==> src/rtl/lpll_pkg.sv <==
package lpll_pkg;

   // detector state: idle, or waiting for a line completion after an early sync
   typedef enum logic {
      PD_IDLE = 1'b0,
      PD_WAIT = 1'b1
   } pd_state_t;

   function automatic int pick_max(input int a, input int b);
      return (a > b) ? a : b;
   endfunction

endpackage

==> src/rtl/lpll_dto.sv <==
module lpll_dto #(
   parameter int ACC_W   = 32,
   parameter bit HAS_DIV = 1'b1
) (
   input  logic             clk,
   input  logic             rst_n,
   input  logic [ACC_W-1:0] inc,
   input  logic             div_en,
   output logic             pix_en
);

   logic [ACC_W-1:0] acc;
   logic [ACC_W:0]   sum;
   logic             carry;
   logic             pass;

   assign sum   = {1'b0, acc} + {1'b0, inc};
   assign carry = sum[ACC_W];

   always_ff @(posedge clk) begin
      if (!rst_n) begin
         acc    <= '0;
         pix_en <= 1'b0;
      end else begin
         acc    <= sum[ACC_W-1:0];
         pix_en <= carry & pass;
      end
   end

   generate
      if (HAS_DIV) begin : g_div
         logic skip_q;
         always_ff @(posedge clk) begin
            if (!rst_n)       skip_q <= 1'b0;
            else if (!div_en) skip_q <= 1'b0;
            else if (carry)   skip_q <= ~skip_q;
         end
         assign pass = !div_en || !skip_q;

         // halved output never produces back-to-back pulses
         p_div_gap_r3: assert property (@(posedge clk) disable iff (!rst_n)
            (pix_en && div_en) |=> !(pix_en && div_en));
      end else begin : g_nodiv
         logic div_unused;
         assign div_unused = div_en;
         assign pass       = 1'b1;
      end
   endgenerate

endmodule

==> src/rtl/lpll_pfd.sv <==
module lpll_pfd
   import lpll_pkg::*;
#(
   parameter int TC_W       = 12,
   parameter int ERR_W      = 16,
   parameter int LOCK_LINES = 16,
   parameter int LOCK_THR   = 8
) (
   input  logic                    clk,
   input  logic                    rst_n,
   input  logic                    pix_en,
   input  logic                    ref_i,
   input  logic [TC_W-1:0]         term_cnt,
   output logic signed [ERR_W-1:0] err_o,
   output logic                    upd_o,
   output logic                    lock_o
);

   localparam int MW = ERR_W - 1;
   localparam logic [MW-1:0] M_MAX = '1;
   localparam int LW = $clog2(LOCK_LINES + 1);

   logic [TC_W-1:0] fb_cnt;
   logic [TC_W-1:0] half_cnt;
   logic            wrap_r;
   logic [MW-1:0]   since_wrap;
   logic [MW-1:0]   meas;
   pd_state_t       st;
   logic [LW-1:0]   good_cnt;
   logic [ERR_W-1:0] mag;

   assign half_cnt = term_cnt >> 1;

   // line counter on pixel pulses
   always_ff @(posedge clk) begin
      if (!rst_n) begin
         fb_cnt <= '0;
         wrap_r <= 1'b0;
      end else begin
         wrap_r <= 1'b0;
         if (pix_en) begin
            if (fb_cnt >= term_cnt - 1'b1) begin
               fb_cnt <= '0;
               wrap_r <= 1'b1;
            end else begin
               fb_cnt <= fb_cnt + 1'b1;
            end
         end
      end
   end

   // cycles since the last line completion, saturating
   always_ff @(posedge clk) begin
      if (!rst_n)                   since_wrap <= M_MAX;
      else if (wrap_r)              since_wrap <= MW'(1);
      else if (since_wrap != M_MAX) since_wrap <= since_wrap + 1'b1;
   end

   // phase-frequency detector
   always_ff @(posedge clk) begin
      if (!rst_n) begin
         st    <= PD_IDLE;
         meas  <= '0;
         err_o <= '0;
         upd_o <= 1'b0;
      end else begin
         upd_o <= 1'b0;
         if (meas != M_MAX) meas <= meas + 1'b1;
         if (ref_i && wrap_r) begin
            err_o <= '0;
            upd_o <= 1'b1;
            st    <= PD_IDLE;
         end else if (ref_i) begin
            if (fb_cnt < half_cnt) begin
               err_o <= -$signed({1'b0, since_wrap});
               upd_o <= 1'b1;
               st    <= PD_IDLE;
            end else begin
               st   <= PD_WAIT;
               meas <= MW'(1);
            end
         end else if (wrap_r && st == PD_WAIT) begin
            err_o <= $signed({1'b0, meas});
            upd_o <= 1'b1;
            st    <= PD_IDLE;
         end
      end
   end

   // lock qualification
   assign mag = err_o[ERR_W-1] ? -err_o : err_o;

   always_ff @(posedge clk) begin
      if (!rst_n) begin
         good_cnt <= '0;
      end else if (upd_o) begin
         if (mag < ERR_W'(LOCK_THR)) begin
            if (good_cnt != LW'(LOCK_LINES)) good_cnt <= good_cnt + 1'b1;
         end else begin
            good_cnt <= '0;
         end
      end
   end

   assign lock_o = (good_cnt == LW'(LOCK_LINES));

   // a line completes only right after a pixel pulse
   p_wrap_after_pulse_r4: assert property (@(posedge clk) disable iff (!rst_n)
      wrap_r |-> $past(pix_en));

   // coincident sync and completion report zero
   p_coincide_zero_r6: assert property (@(posedge clk) disable iff (!rst_n)
      (ref_i && wrap_r) |=> (upd_o && err_o == '0));

   // a large error drops lock at once
   p_lock_drop_r10: assert property (@(posedge clk) disable iff (!rst_n)
      (upd_o && mag >= ERR_W'(LOCK_THR)) |=> !lock_o);

endmodule

==> src/rtl/lpll_pi.sv <==
module lpll_pi
   import lpll_pkg::*;
#(
   parameter int ACC_W  = 32,
   parameter int ERR_W  = 16,
   parameter int GAIN_W = 3
) (
   input  logic                    clk,
   input  logic                    rst_n,
   input  logic                    upd,
   input  logic signed [ERR_W-1:0] err,
   input  logic [GAIN_W-1:0]       kp,
   input  logic [GAIN_W-1:0]       ki,
   input  logic [ACC_W-1:0]        nom,
   output logic [ACC_W-1:0]        inc_eff
);

   localparam int IW = pick_max(ACC_W, ERR_W) + 1;
   localparam int SW = IW + 2;
   localparam logic [GAIN_W-1:0] K_MAX = '1;
   localparam logic signed [SW-1:0] INC_MAX = $signed(SW'({ACC_W{1'b1}}));
   localparam logic signed [SW-1:0] INC_MIN = $signed(SW'(1));

   logic signed [IW-1:0] err_x;
   logic signed [IW-1:0] p_prop;
   logic signed [IW-1:0] p_int;
   logic signed [IW-1:0] prop_r;
   logic signed [IW-1:0] integ;
   logic signed [IW:0]   isum;
   logic signed [IW-1:0] isat;
   logic signed [SW-1:0] tot;
   logic [ACC_W-1:0]     inc_next;

   assign err_x  = IW'(err);
   assign p_prop = err_x >>> (K_MAX - kp);
   assign p_int  = err_x >>> (K_MAX - ki);
   assign isum   = {integ[IW-1], integ} + {p_int[IW-1], p_int};

   always_comb begin
      if (isum[IW] != isum[IW-1])
         isat = isum[IW] ? {1'b1, {(IW-1){1'b0}}} : {1'b0, {(IW-1){1'b1}}};
      else
         isat = isum[IW-1:0];
   end

   always_ff @(posedge clk) begin
      if (!rst_n) begin
         prop_r <= '0;
         integ  <= '0;
      end else if (upd) begin
         prop_r <= p_prop;
         integ  <= isat;
      end
   end

   assign tot = SW'($signed({1'b0, nom})) + SW'(prop_r) + SW'(integ);

   always_comb begin
      if (tot < INC_MIN)      inc_next = ACC_W'(1);
      else if (tot > INC_MAX) inc_next = {ACC_W{1'b1}};
      else                    inc_next = tot[ACC_W-1:0];
   end

   always_ff @(posedge clk) begin
      if (!rst_n) inc_eff <= ACC_W'(1);
      else        inc_eff <= inc_next;
   end

   // integral term only moves on a detector update
   p_integ_hold_r8: assert property (@(posedge clk) disable iff (!rst_n)
      !upd |=> $stable(integ));

endmodule

==> src/rtl/line_lock_pll.sv <==
module line_lock_pll #(
   parameter int ACC_W      = 32,
   parameter int TC_W       = 12,
   parameter int ERR_W      = 16,
   parameter int GAIN_W     = 3,
   parameter int LOCK_LINES = 16,
   parameter int LOCK_THR   = 8,
   parameter bit HAS_DIV    = 1'b1
) (
   input  logic              clk,
   input  logic              rst_n,
   input  logic              ref_sync,
   input  logic [ACC_W-1:0]  nom_inc,
   input  logic [TC_W-1:0]   term_cnt,
   input  logic [GAIN_W-1:0] kp,
   input  logic [GAIN_W-1:0] ki,
   input  logic              div_sel,
   output logic              pix_en,
   output logic              locked
);

   generate
      if (ACC_W < 4 || ERR_W < 4 || TC_W < 2 || GAIN_W < 1 ||
          LOCK_LINES < 1 || LOCK_THR < 1) begin : g_bad_param
         $error("line_lock_pll: parameter out of range");
      end
   endgenerate

   logic [ACC_W-1:0]        inc_eff;
   logic signed [ERR_W-1:0] pd_err;
   logic                    pd_upd;

   lpll_dto #(
      .ACC_W   (ACC_W),
      .HAS_DIV (HAS_DIV)
   ) u_dto (
      .clk    (clk),
      .rst_n  (rst_n),
      .inc    (inc_eff),
      .div_en (div_sel),
      .pix_en (pix_en)
   );

   lpll_pfd #(
      .TC_W       (TC_W),
      .ERR_W      (ERR_W),
      .LOCK_LINES (LOCK_LINES),
      .LOCK_THR   (LOCK_THR)
   ) u_pfd (
      .clk      (clk),
      .rst_n    (rst_n),
      .pix_en   (pix_en),
      .ref_i    (ref_sync),
      .term_cnt (term_cnt),
      .err_o    (pd_err),
      .upd_o    (pd_upd),
      .lock_o   (locked)
   );

   lpll_pi #(
      .ACC_W  (ACC_W),
      .ERR_W  (ERR_W),
      .GAIN_W (GAIN_W)
   ) u_pi (
      .clk     (clk),
      .rst_n   (rst_n),
      .upd     (pd_upd),
      .err     (pd_err),
      .kp      (kp),
      .ki      (ki),
      .nom     (nom_inc),
      .inc_eff (inc_eff)
   );

endmodule

==> config.mk <==
export PLATFORM = sky130hd
export DESIGN_NAME = line_lock_pll
export DESIGN_NICKNAME = d
export VERILOG_FILES = /design/src/rtl/lpll_pkg.sv /design/src/rtl/lpll_dto.sv /design/src/rtl/lpll_pfd.sv /design/src/rtl/lpll_pi.sv /design/src/rtl/line_lock_pll.sv
export SDC_FILE = /design/constraint.sdc
export NUM_CORES = 1
export LEC_CHECK = 0
export BUFFER_PORTS_ARGS = -buffer_cell sky130_fd_sc_hd__buf_4
export CAP_MARGIN = 20
export CORE_UTILIZATION = 31
export DETAILED_ROUTE_END_ITERATION = 10
export PLACE_DENSITY = 0.45
export SLEW_MARGIN = 20
export SYNTH_ARGS = -nofsm -noshare
export SYNTH_HDL_FRONTEND = slang
export SYNTH_HIERARCHICAL = 1
export SYNTH_SLANG_ARGS = --single-unit
==> constraint.sdc <==
create_clock -name clk -period 13.55 [get_ports clk]
set_input_delay 2.71 -clock clk [delete_from_list [all_inputs] [get_ports clk]]
set_output_delay 2.71 -clock clk [all_outputs]
set_load 0.1 [all_outputs]
; ---- Word-level counts from Yosys, hierarchy flattened
; Cells that the tools add are included.
[totals]
reg_bits = 198
input_bits = 54
elab_cells = 85
output_inout_bits = 2
[op_classes]
n_addsub = 13
order_cmp = 5
muxes = 24
n_reduce_logical = 15
shift = 2
n_bitwise = 3
n_eq_ne = 7
[ops]
columns = op, n
row1 = two-way mux 15 bit, 6
row2 = adder 33 x 33 -> 34 bit, 2
row3 = two-way mux 33 bit, 2
row4 = >>> shifter 16 x 3 -> 33 bit, 2
row5 = two-way mux 16 bit, 4
row6 = adder 34 x 33 -> 35 bit, 1
row7 = "greater-than comparator 35 x 33 -> 1 bit, second input constant", 1
row8 = "less-than comparator 35 x 2 -> 1 bit, second input constant", 1
row9 = adder 32 x 32 -> 33 bit, 1
row10 = two-way mux 32 bit, 1
row11 = "adder 15 x 1 -> 15 bit, second input constant", 2
row12 = "inequality test 15 bit, second input constant", 2
row13 = "less-than comparator 16 x 4 -> 1 bit, second input constant", 1
row14 = negator 15 -> 16 bit, 1
row15 = negator 16 bit, 1
row16 = "adder 12 x 1 -> 12 bit, second input constant", 1
row17 = greater-or-equal comparator 12 bit, 1
row18 = less-than comparator 12 x 11 -> 1 bit, 1
row19 = two-way mux 12 bit, 1
row20 = "subtractor 12 x 1 -> 12 bit, second input constant", 1
row21 = two-way mux 5 bit, 2
row22 = two-way mux 1 bit, 8
row23 = AND reduction 2 bit, 4
row24 = OR reduction 2 bit, 3
row25 = 14 further kinds, 19

; ---- Longest topological paths before layout
; Gate-level depths: netlist (run 1).
[depth]
ltp_word = 5
mapped_depth = 18
depth_no_buf = 16

; ---- Cells and area by module
; Netlist (run 1), hierarchy kept.
[modules_own_cells]
columns = module, instances, cells_per_inst, area_each_um2
row1 = lpll_pi, 1, 1039, 8524.4
row2 = lpll_pfd, 1, 530, 4279.1
row3 = lpll_dto, 1, 370, 2972.9

; ---- Worst setup path after synthesis (run 1)
; Ideal clock, no wire load.
[synth_path]
kind = input -> register
start = in ki[1]
end = reg u_pi.integ[29]
setup_ns = 0.070
stages = 15
path_slack_ns = 7.369
arrival_time_ns = 6.112
cell_sequence = clkbuf_1 -> mux2_2 -> o21ai_0 -> a21oi_1 -> ha_1 -> clkbuf_1 -> a21oi_1 -> o211ai_1 -> a311oi_1 -> a211oi_1 -> nor3_1 -> o21ai_0 -> xnor2_1 -> maj3_1 -> a21oi_1
[synth_between]
elab_chain_cells = 5
word_cells_on_any_way = 6
cone_classes = 2 x add/sub / 1 x eq/ne / 1 x shift / 2 x mux
[synth_rtl]
columns = element, line_no
row1 = "start, declared", line_lock_pll.sv:16  ; input logic [GAIN_W-1:0] ki,
row2 = subtractor 3 bit *, lpll_pi.sv:36  ; assign p_int = err_x >>> (K_MAX - ki);
row3 = >>> shifter 16 x 3 -> 33 bit *, lpll_pi.sv:36
row4 = adder 33 x 33 -> 34 bit *, lpll_pi.sv:37  ; assign isum = {integ[IW-1], integ} + {p_int[IW-1], p_int};
row5 = two-way mux 33 bit / inequality test 1 bit (equally long branches), "lpll_pi.sv:41, lpll_pi.sv:40"
row6 = two-way mux 33 bit *, lpll_pi.sv:40  ; if (isum[IW] != isum[IW-1])
row7 = "end signal, assigned", lpll_pi.sv:52  ; integ <= isat;
row8 = "end, declared", lpll_pi.sv:28  ; logic signed [IW-1:0] integ;
; Mark *: on every way between the ends. The rest lies on a longest branch, timed or not.
; A chain may end at the register's enable or synchronous reset.

; ---- Worst setup path in the final report (run 1)
[layout_path]
start = in nom_inc[1]
end = reg u_pi.inc_eff[2]
[layout_between]
elab_chain_cells = 4
word_cells_on_any_way = 6
cone_classes = 2 x add/sub / 2 x order compare / 1 x mux / 1 x reduce/logical
[layout_rtl]
columns = element, line_no
row1 = "start, declared", line_lock_pll.sv:13  ; input logic [ACC_W-1:0] nom_inc,
row2 = adder 33 x 33 -> 34 bit *, lpll_pi.sv:56  ; assign tot = SW'($signed({1'b0, nom})) + SW'(prop_r) + SW'(integ);
row3 = adder 34 x 33 -> 35 bit *, lpll_pi.sv:56
row4 = greater-than comparator 35 x 33 -> 1 bit / less-than comparator 35 x 2 -> 1 bit (equally long branches), "lpll_pi.sv:60, lpll_pi.sv:59"
row5 = two-way mux 32 bit / OR reduction 2 bit (equally long branches), --
row6 = "end signal, assigned", lpll_pi.sv:66  ; else inc_eff <= inc_next;
row7 = "end, declared", lpll_pi.sv:15  ; output logic [ACC_W-1:0] inc_eff
; Marked as above.

==> impl_metrics.csv, run 1 <==
group,metric,value,unit
worst_setup_path,cp_max_fo,28,
power,peakVddDrop,0.000102,V
placement,hpwl,35.7,mm
sta,maxSlewHeadroom,27.6,%
die,die_h,228,um
clock_network,postCtsResizedCells,0,
hold_path,holdPathEnd,"u_pi/prop_r[2]",
routing,num_vias,14000,
power,power_density,146,nW/um2
worst_setup_path,reg2reg_slack,8.88,ns
power,leakage,7.23,nW
worst_setup_path,cp_data_required_time,13.90,ns
die,fp.dieW,228,um
synthesis,yosys-top-cells-count,"a21oi_1, dfxtp_1, nand2_1, ha_1, o21ai_0",
synthesis,yosysMostFrequentCell,"a21oi_1",
clock_network,cts_made_buffers,17,
sta,tightest_slew,1.08,ns
sta,finalCriticalPeriod,6.49,ns
clock_network,postCtsHoldBufs,0,
routing,drc,0,
layout,nNetsFinal,2133,
routing,first_iter_violations,766,
clock_network,clkTransAtPathRegs,0.08,ns
synthesis,syn-num-nets,2156,
die,row_count,82,
routing,wl_per_cell,17.7,um
run,maxCapViolations,0,
global_route,antenna_found_initial,4,
global_route,grt_pass1_wl,74.4,mm
synthesis,synthArstFlopShare,0,%
worst_setup_path,r2r_cells,11,
placement,globalplace.congestion,0.868,
hold_path,whs_path_depth,1,
routing,routed_wl,46.1,mm
worst_setup_path,rr_startpoint,"u_pi/prop_r[31]",
synthesis,synth_cells,1939,
sta,max_freq,154,MHz
layout,instances_no_fill,2603,
global_route,grt_pass1_vias,13800,
routing,firstDrtPassIters,5,
worst_setup_path,regToRegEndpoint,"u_pi/inc_eff[2]",
worst_setup_path,arrival,6.84,ns
worst_setup_path,start_kind,"input port",
clock_network,clockRootBuffer,"clkbuf_16",
sta,min_period_over_period,47.9,%
layout,synthToLayoutAreaGrowth,9.02,%
synthesis,avgSynthCellArea,8.14,um2
synthesis,synth_area_leaders,"dfxtp_1, ha_1, a21oi_1",
sta,hold_viol_final,0,
clock_network,clk_path_buf_depth,2,
sta,slew_violations,0,
run_status,status,"complete, no violations",
sta,setup_viol_count_final,0,
layout,drive_gt1_share,8.81,%
power,p_total,2.52,mW
synthesis,synth_edf_count,0,
routing,ant_nets,0,
clock_network,post_cts_buffers,0,
worst_setup_path,crit_type,"input port to register",
clock_network,clock_latency,0.50,ns
die,core,50200,um2
placement,placed_area,16600,um2
global_route,grt_usage,18.4,%
clock_network,cts_max_level,4,
synthesis,seq_area_frac_synth,23.0,%
synthesis,ys.flop_type,"dfxtp_1",
hold_path,hold_class,"register to register",
global_route,grt_max_degree,79,
global_route,overflow,0,
die,die_area,51800,um2
synthesis,synth_area_leader_cell,"dfxtp_1",
synthesis,yosysUniqueCellTypes,102,
die,start_util,31.4,%
synthesis,netlist_area,15800,um2
synthesis,synth_seq_cells,181,
sta,rsz0062_at_grt,"false",
placement,io_buffer_count,55,
die,ios,56,
layout,design_area,17200,um2
worst_setup_path,end_kind,"register",
synthesis,ys_warn_count,6,
clock_network,clock-sinks,181,
sta,skew,0.0162,ns
clock_network,cts_tree,"done",
sta,tns,0,ns
placement,dpl.cell_count,2568,
hold_path,min-delay-start,"u_pi/prop_r[2]",
synthesis,synth_top_area_share,23.0,%
routing,vias_per_cell,5.37,
[worst max path at each step]
stage	endpoint	from	slack, ns
after floorplan	u_pi/integ[29]	ki[1]	7.37
after detailed placement	u_pi/inc_eff[2]	nom_inc[1]	6.53
after global routing	u_pi/inc_eff[23]	nom_inc[1]	6.81
after global placement	u_pi/inc_eff[2]	nom_inc[1]	6.62
after CTS	u_pi/inc_eff[2]	nom_inc[1]	7.08
final	u_pi/inc_eff[2]	nom_inc[1]	7.06
[kinds of logic (layout without fill, tap and decap cells)]
kind of cell,Yosys count,in the layout,share of synthesized area [%]
flip-flops,181,181,23.0
AO/OA/AOI/OAI,589,589,24.7
adder cells (fa/ha/maj),189,189,16.3
buffers and inverters,189,179,5.28
AND/OR/NAND/NOR,595,595,18.9
multiplexers,80,80,5.35
other,0,2,0
XOR/XNOR,116,116,6.56
[per-layer routing]
metal,routed length (um),vias up,GRT usage (%)
met3,1450,52,2.98
met1,21000,6634,22.8
met5,52,-,0
li1,-,7077,-
met4,895,8,6.28
met2,22700,205,32.2
[power by group]
part / total (mW) / internal [mW] / leakage [nW] / switching [mW]
registers: 0.740 / 0.640 / 1.49 / 0.101
clock network: 0.507 / 0.242 / 0.268 / 0.266
logic: 1.27 / 0.513 / 5.47 / 0.759
total: 2.52 / 1.39 / 7.23 / 1.12
[through the flow]
| step | setup slack, ns | utilization (%) | hold WS (ns) |
|---|---|---|---|
| 3_3_place_gp | 6.62 | 33.1 | 0.470 |
| 5_1_grt | 6.81 | 34.3 | 0.516 |
| 4_1_cts | 7.08 | 34.2 | 0.490 |
| 6_report | 7.06 | 34.3 | 0.484 |
| 2_1_floorplan | 7.37 | - | 0.432 |
| 3_5_place_dp | 6.53 | 33.1 | 0.477 |
[area by class of cell]
class	count	area, um2
fillers	5304	33000
multi-input cells	1569	11400
flip-flops and latches	181	3620
well taps	672	841
repair buffers	64	488
clock buffers	17	425
inverters	83	312
clock inverters	15	141
diodes	2	5.00
[sequential cells by signal, indices dropped and copies added, names as in the netlist, 5 cells and up]
name	flops
u_pfd/good_cnt	5
u_dto/acc	32
u_pfd/since_wrap	15
u_pfd/fb_cnt	12
u_pi/integ	33
u_pfd/err_o	16
u_pi/prop_r	16
u_pi/inc_eff	32
u_pfd/meas	15
[cell usage in the layout (no fill, tap or decap), drive strengths merged, types with 26 or more instances in the layout]
| cell | synthesis | layout |
|---|---|---|
| a21o | 50 | 50 |
| nand3 | 56 | 56 |
| mux2i | 63 | 63 |
| a21oi | 196 | 196 |
| buf | 32 | 64 |
| fa | 35 | 35 |
| maj3 | 26 | 26 |
| dfxtp | 181 | 181 |
| inv | 82 | 88 |
| nand4 | 49 | 49 |
| nor2 | 121 | 121 |
| ha | 128 | 128 |
| nand2 | 176 | 176 |
| xor2 | 39 | 39 |
| o21ai | 132 | 132 |
| nor3 | 46 | 46 |
| o211ai | 27 | 27 |
| xnor2 | 77 | 77 |
[worst max-delay path, stage by stage]
cell	delay, ns
buf_4	0.08
inv_1	0.06
fa_1	0.54
inv_1	0.05
ha_1	0.23
fa_1	0.43
a211o_1	0.35
a21oi_2	0.20
o31a_1	0.25
nor3_1	0.13
o2111a_1	0.28
o21a_4	0.24
o211a_4	0.26
nor3_4	0.84
a21oi_1	0.18
Note: power is estimated with default switching activity, not from simulation.
==> run 2: changes to the inputs <==
==> constraint.sdc (replaced) <==
create_clock -name clk -period 6.36 [get_ports clk]
set_input_delay 1.272 -clock clk [delete_from_list [all_inputs] [get_ports clk]]
set_output_delay 1.272 -clock clk [all_outputs]
set_load 0.1 [all_outputs]
==> impl_metrics.csv, run 2 (same netlist as run 1, synthesis figures left out) <==
group,metric,value,unit
routing,num_vias,13800,
routing,vias_per_cell,5.29,
routing,first_iter_violations,755,
sta,max_freq,206,MHz
global_route,overflow,0,
clock_network,cts_made_buffers,17,
worst_setup_path,cp_max_fo,20,
clock_network,clk_path_buf_depth,2,
layout,layout_commonest_cell,"a21oi_1",
sta,finalCriticalPeriod,4.86,ns
clock_network,postCtsHoldBufs,0,
placement,io_buffer_count,55,
die,ios,56,
layout,post-route-util,34.4,%
power,power.clock.fraction,20.8,%
clock_network,clockRootBuffer,"clkbuf_16",
layout,largest_reg_flops,33,
power,power_density,314,nW/um2
layout,top_register,"u_pi/integ",
routing,routed_wl,45.5,mm
placement,placed_area,16600,um2
clock_network,clock_latency,0.49,ns
sta,maxSlewHeadroom,31.4,%
worst_setup_path,start_kind,"register",
die,die_area,51800,um2
die,start_util,31.4,%
routing,firstDrtPassIters,5,
global_route,grt_max_degree,59,
worst_setup_path,slowest_delay,0.93,ns
global_route,antenna_found_initial,4,
sta,tns,0,ns
global_route,grt_usage,18.2,%
placement,globalplace.congestion,0.869,
clock_network,clkTransAtPathRegs,0.08,ns
layout,final_cell_mix,"a21oi_1, dfxtp_1, nand2_1",
sta,hold_viol_final,0,
power,leakage,7.26,nW
global_route,grt_pass1_vias,13500,
clock_network,post_cts_buffers,0,
layout,nNetsFinal,2138,
die,row_count,82,
routing,wl_per_cell,17.4,um
clock_network,cts_tree,"done",
layout,drive_gt1_share,9.05,%
worst_setup_path,cp_top_family,"compound AO/OA/AOI/OAI gates",
routing,ant_nets,0,
worst_setup_path,path_cells,"fa_1 -> ha_1 -> a21oi_1 -> o21ai_0 -> a2111oi_1 -> nor3_1 -> o21ai_1 -> o21ai_0 -> nor2_1 -> nor3_4 -> buf_4 -> a21oi_1",
worst_setup_path,cp_slowest_cell,"dfxtp_1",
clock_network,cts_max_level,4,
power,seqPwrFrac,29.2,%
die,core,50200,um2
sta,rsz0062_at_grt,"false",
sta,tightest_slew,1.02,ns
hold_path,hold_class,"register to register",
worst_setup_path,reg2reg_slack,1.50,ns
clock_network,postCtsResizedCells,0,
layout,synthToLayoutAreaGrowth,9.34,%
layout,design_area,17300,um2
layout,top_regs,"u_pi/integ x33, u_dto/acc x32, u_pi/inc_eff x32",
run,maxCapViolations,0,
power,combPwrFrac,49.9,%
global_route,grt_pass1_wl,73.3,mm
sta,skew,0.0148,ns
power,power_switching,2.39,mW
worst_setup_path,cp_data_required_time,6.77,ns
routing,drc,0,
worst_setup_path,arrival,5.27,ns
worst_setup_path,crit_buf_inv,1,
sta,min_period_over_period,76.4,%
power,peakVddDrop,0.000209,V
die,die_h,228,um
power,p_int,3.04,mW
power,switching_share,44.0,%
clock_network,clock-sinks,181,
worst_setup_path,end_kind,"register",
run_status,status,"complete, no violations",
sta,slew_violations,0,
sta,setup_viol_count_final,0,
placement,hpwl,35.1,mm
worst_setup_path,crit_type,"register to register",
die,fp.dieW,228,um
## run 2: cell type report
cell class              instances  area (um2)
fillers                      5319       32900
well taps                     672         841
clock inverters                14         156
flip-flops and latches        181        3620
clock buffers                  18         439
diodes                          1        2.50
repair buffers                 69         518
inverters                      83         312
multi-input cells            1569       11400
## run 2: path summary, 6_finish.rpt
path | from | endpoint | cells past startpoint
worst max-delay path | u_pi/prop_r[31] | u_pi/inc_eff[1] | 12
worst min-delay path | u_pi/prop_r[1] | u_pi/prop_r[1] | 1
worst max register to register | u_pi/prop_r[31] | u_pi/inc_eff[1] | 12
worst min register to register | u_pi/prop_r[1] | u_pi/prop_r[1] | 1
## run 2: power groups by stage
stage	Sequential, mW	Clock [mW]	Combinational [mW]
2_1_floorplan	1.50	0	2.21
3_3_place_gp	1.62	0	2.67
3_5_place_dp	1.62	0	2.68
4_1_cts	1.59	1.18	2.70
5_1_grt	1.62	1.22	3.03
6_report	1.58	1.13	2.71
## run 2: metal layers
| metal | wire length (um) | track usage, % |
|---|---|---|
| met5 | 42 | 0 |
| met1 | 21500 | 22.9 |
| met2 | 21400 | 30.8 |
| met4 | 1050 | 6.30 |
| met3 | 1460 | 3.43 |
## run 2: metrics by stage
step / instances / hold WS, ns / setup WS [ns] / power, mW
6_report: 2607 / 0.488 / 1.50 / 5.42
5_1_grt: 2606 / 0.519 / 1.05 / 5.87
4_1_cts: 2606 / 0.495 / 1.55 / 5.48
3_5_place_dp: 2574 / 0.476 / 1.04 / 4.30
3_3_place_gp: 2574 / 0.468 / 1.15 / 4.29
2_1_floorplan: 1939 / 0.432 / 1.62 / 3.71
==> run 3: changes to the inputs <==
==> constraint.sdc (replaced) <==
create_clock -name clk -period 4.8 [get_ports clk]
set_input_delay 0.96 -clock clk [delete_from_list [all_inputs] [get_ports clk]]
set_output_delay 0.96 -clock clk [all_outputs]
set_load 0.1 [all_outputs]
==> impl_metrics.csv, run 3 (same netlist as run 1, synthesis figures left out) <==
group,metric,value,unit
routing,num_vias,14100,
hold_path,hold_class,"register to register",
clock_network,postCtsResizedCells,0,
routing,routed_wl,46.6,mm
clock_network,postCtsHoldBufs,0,
power,power_switching,3.20,mW
worst_setup_path,end_kind,"register",
layout,synthToLayoutAreaGrowth,11.2,%
sta,tightest_slew,1.05,ns
sta,finalCriticalPeriod,4.34,ns
global_route,grt_pass1_vias,14000,
worst_setup_path,crit_path_frequent_cell,"buf_4",
die,fp.dieW,228,um
power,switching_share,44.3,%
layout,nNetsFinal,2172,
worst_setup_path,cp_top_family,"compound AO/OA/AOI/OAI gates",
layout,design_area,17500,um2
power,combPwrFrac,51.3,%
worst_setup_path,start_kind,"input port",
clock_network,clkTransAtPathRegs,0.08,ns
run_status,status,"complete, no violations",
sta,skew,0.0114,ns
layout,final_cell_mix,"a21oi_1, dfxtp_1, nand2_1",
die,core,50200,um2
routing,ant_nets,0,
die,start_util,31.4,%
worst_setup_path,crit_buf_inv,3,
clock_network,post_cts_buffers,0,
placement,globalplace.congestion,0.873,
worst_setup_path,crit_type,"input port to register",
layout,largest_reg_flops,33,
routing,firstDrtPassIters,5,
run,maxCapViolations,0,
routing,vias_per_cell,5.33,
global_route,grt_pass1_wl,75.4,mm
clock_network,clockRootBuffer,"clkbuf_16",
placement,dpl.cell_count,2608,
sta,maxSlewHeadroom,29.3,%
sta,slew_violations,0,
global_route,grt_max_degree,56,
clock_network,cts_made_buffers,17,
worst_setup_path,cp_slowest_cell,"xnor2_4",
global_route,antenna_found_initial,4,
sta,setup_viol_count_final,0,
die,row_count,82,
global_route,overflow,0,
placement,io_buffer_count,55,
routing,drc,0,
clock_network,clock-sinks,181,
layout,instances_no_fill,2641,
clock_network,clk_path_buf_depth,2,
sta,hold_viol_final,0,
routing,first_iter_violations,752,
clock_network,clock_latency,0.49,ns
worst_setup_path,cp_max_fo,26,
worst_setup_path,slowest_delay,0.73,ns
worst_setup_path,arrival,4.69,ns
layout,top_register,"u_pi/integ",
sta,min_period_over_period,90.5,%
die,die_h,228,um
layout,layout_commonest_cell,"a21oi_1",
layout,top_regs,"u_pi/integ x33, u_dto/acc x32, u_pi/inc_eff x32",
die,ios,56,
power,p_int,4.02,mW
die,die_area,51800,um2
placement,placed_area,17000,um2
clock_network,cts_max_level,4,
sta,rsz0062_at_grt,"false",
worst_setup_path,cp_data_required_time,5.15,ns
layout,drive_gt1_share,10.6,%
power,leakage,7.45,nW
power,power_density,411,nW/um2
power,seqPwrFrac,28.8,%
clock_network,cts_tree,"done",
sta,max_freq,230,MHz
global_route,grt_usage,18.6,%
power,power.clock.fraction,19.9,%
routing,wl_per_cell,17.7,um
placement,hpwl,36.2,mm
power,peakVddDrop,0.000259,V
worst_setup_path,path_cells,"buf_4 -> mux2i_1 -> mux2_2 -> o21ai_0 -> ha_1 -> inv_1 -> fa_1 -> nor2b_1 -> o31ai_1 -> a31o_2 -> o21ai_1 -> buf_4 -> o21ai_2 -> o211a_4 -> xnor2_4 -> maj3_2 -> a21oi_1",
==> run 3: power by group through the flow <==
stage / Sequential (mW) / Combinational [mW] / Clock, mW
CTS: 2.09 / 3.70 / 1.49
floorplan: 1.98 / 2.93 / 0
detailed placement: 2.12 / 3.68 / 0
global route: 2.12 / 4.13 / 1.54
global placement: 2.12 / 3.66 / 0
finish: 2.08 / 3.71 / 1.44
==> run 3: path summary, 6_finish.rpt <==
path	startpoint	cells past startpoint	slack, ns	endpoint
min	u_pi/prop_r[1]	1	0.48	u_pi/prop_r[1]
min reg2reg	u_pi/prop_r[1]	1	0.48	u_pi/prop_r[1]
max reg2reg	u_pi/integ[1]	14	0.64	u_pi/inc_eff[0]
max	ki[1]	17	0.46	u_pi/integ[22]
==> run 3: per-stage QoR <==
stage	hold slack (ns)	worst slack [ns]	power (mW)	setup TNS, ns	util [%]
global placement	0.466	-0.0439	5.78	-0.124	33.8
global route	0.518	0.150	7.79	0	35.0
detailed placement	0.472	-0.0769	5.80	-0.481	33.8
floorplan	0.432	0.369	4.92	0	-
finish	0.482	0.456	7.22	0	35.0
CTS	0.490	0.469	7.28	0	34.9
==> run 3: worst register-to-register path, delay by kind of cell, from the launching register on <==
kind / cells / cell delay [ns]
buffers and inverters: 2 / 0.17
AOI/OAI and AO/OA: 3 / 0.73
adders and majority gates: 3 / 1.15
and+or+nand+nor: 5 / 1.45
xor gates and xnor gates: 1 / 0.20
DFF: 1 / 0.37
==> run 3: cell type report <==
type | instances | area, um2
Antenna cell | 2 | 5.00
Clock buffer | 17 | 425
Clock inverter | 14 | 135
Fill cell | 5244 | 32600
Inverter | 83 | 312
Multi-Input combinational cell | 1569 | 11400
Sequential cell | 181 | 3620
Tap cell | 672 | 841
Timing Repair Buffer | 103 | 836
==> run 3: routing by layer <==
| layer | GRT usage (%) | wire, um |
|---|---|---|
| met4 | 5.87 | 911 |
| met3 | 3.29 | 1500 |
| met5 | 0 | 27 |
| met2 | 32.4 | 22500 |
| met1 | 23.1 | 21700 |
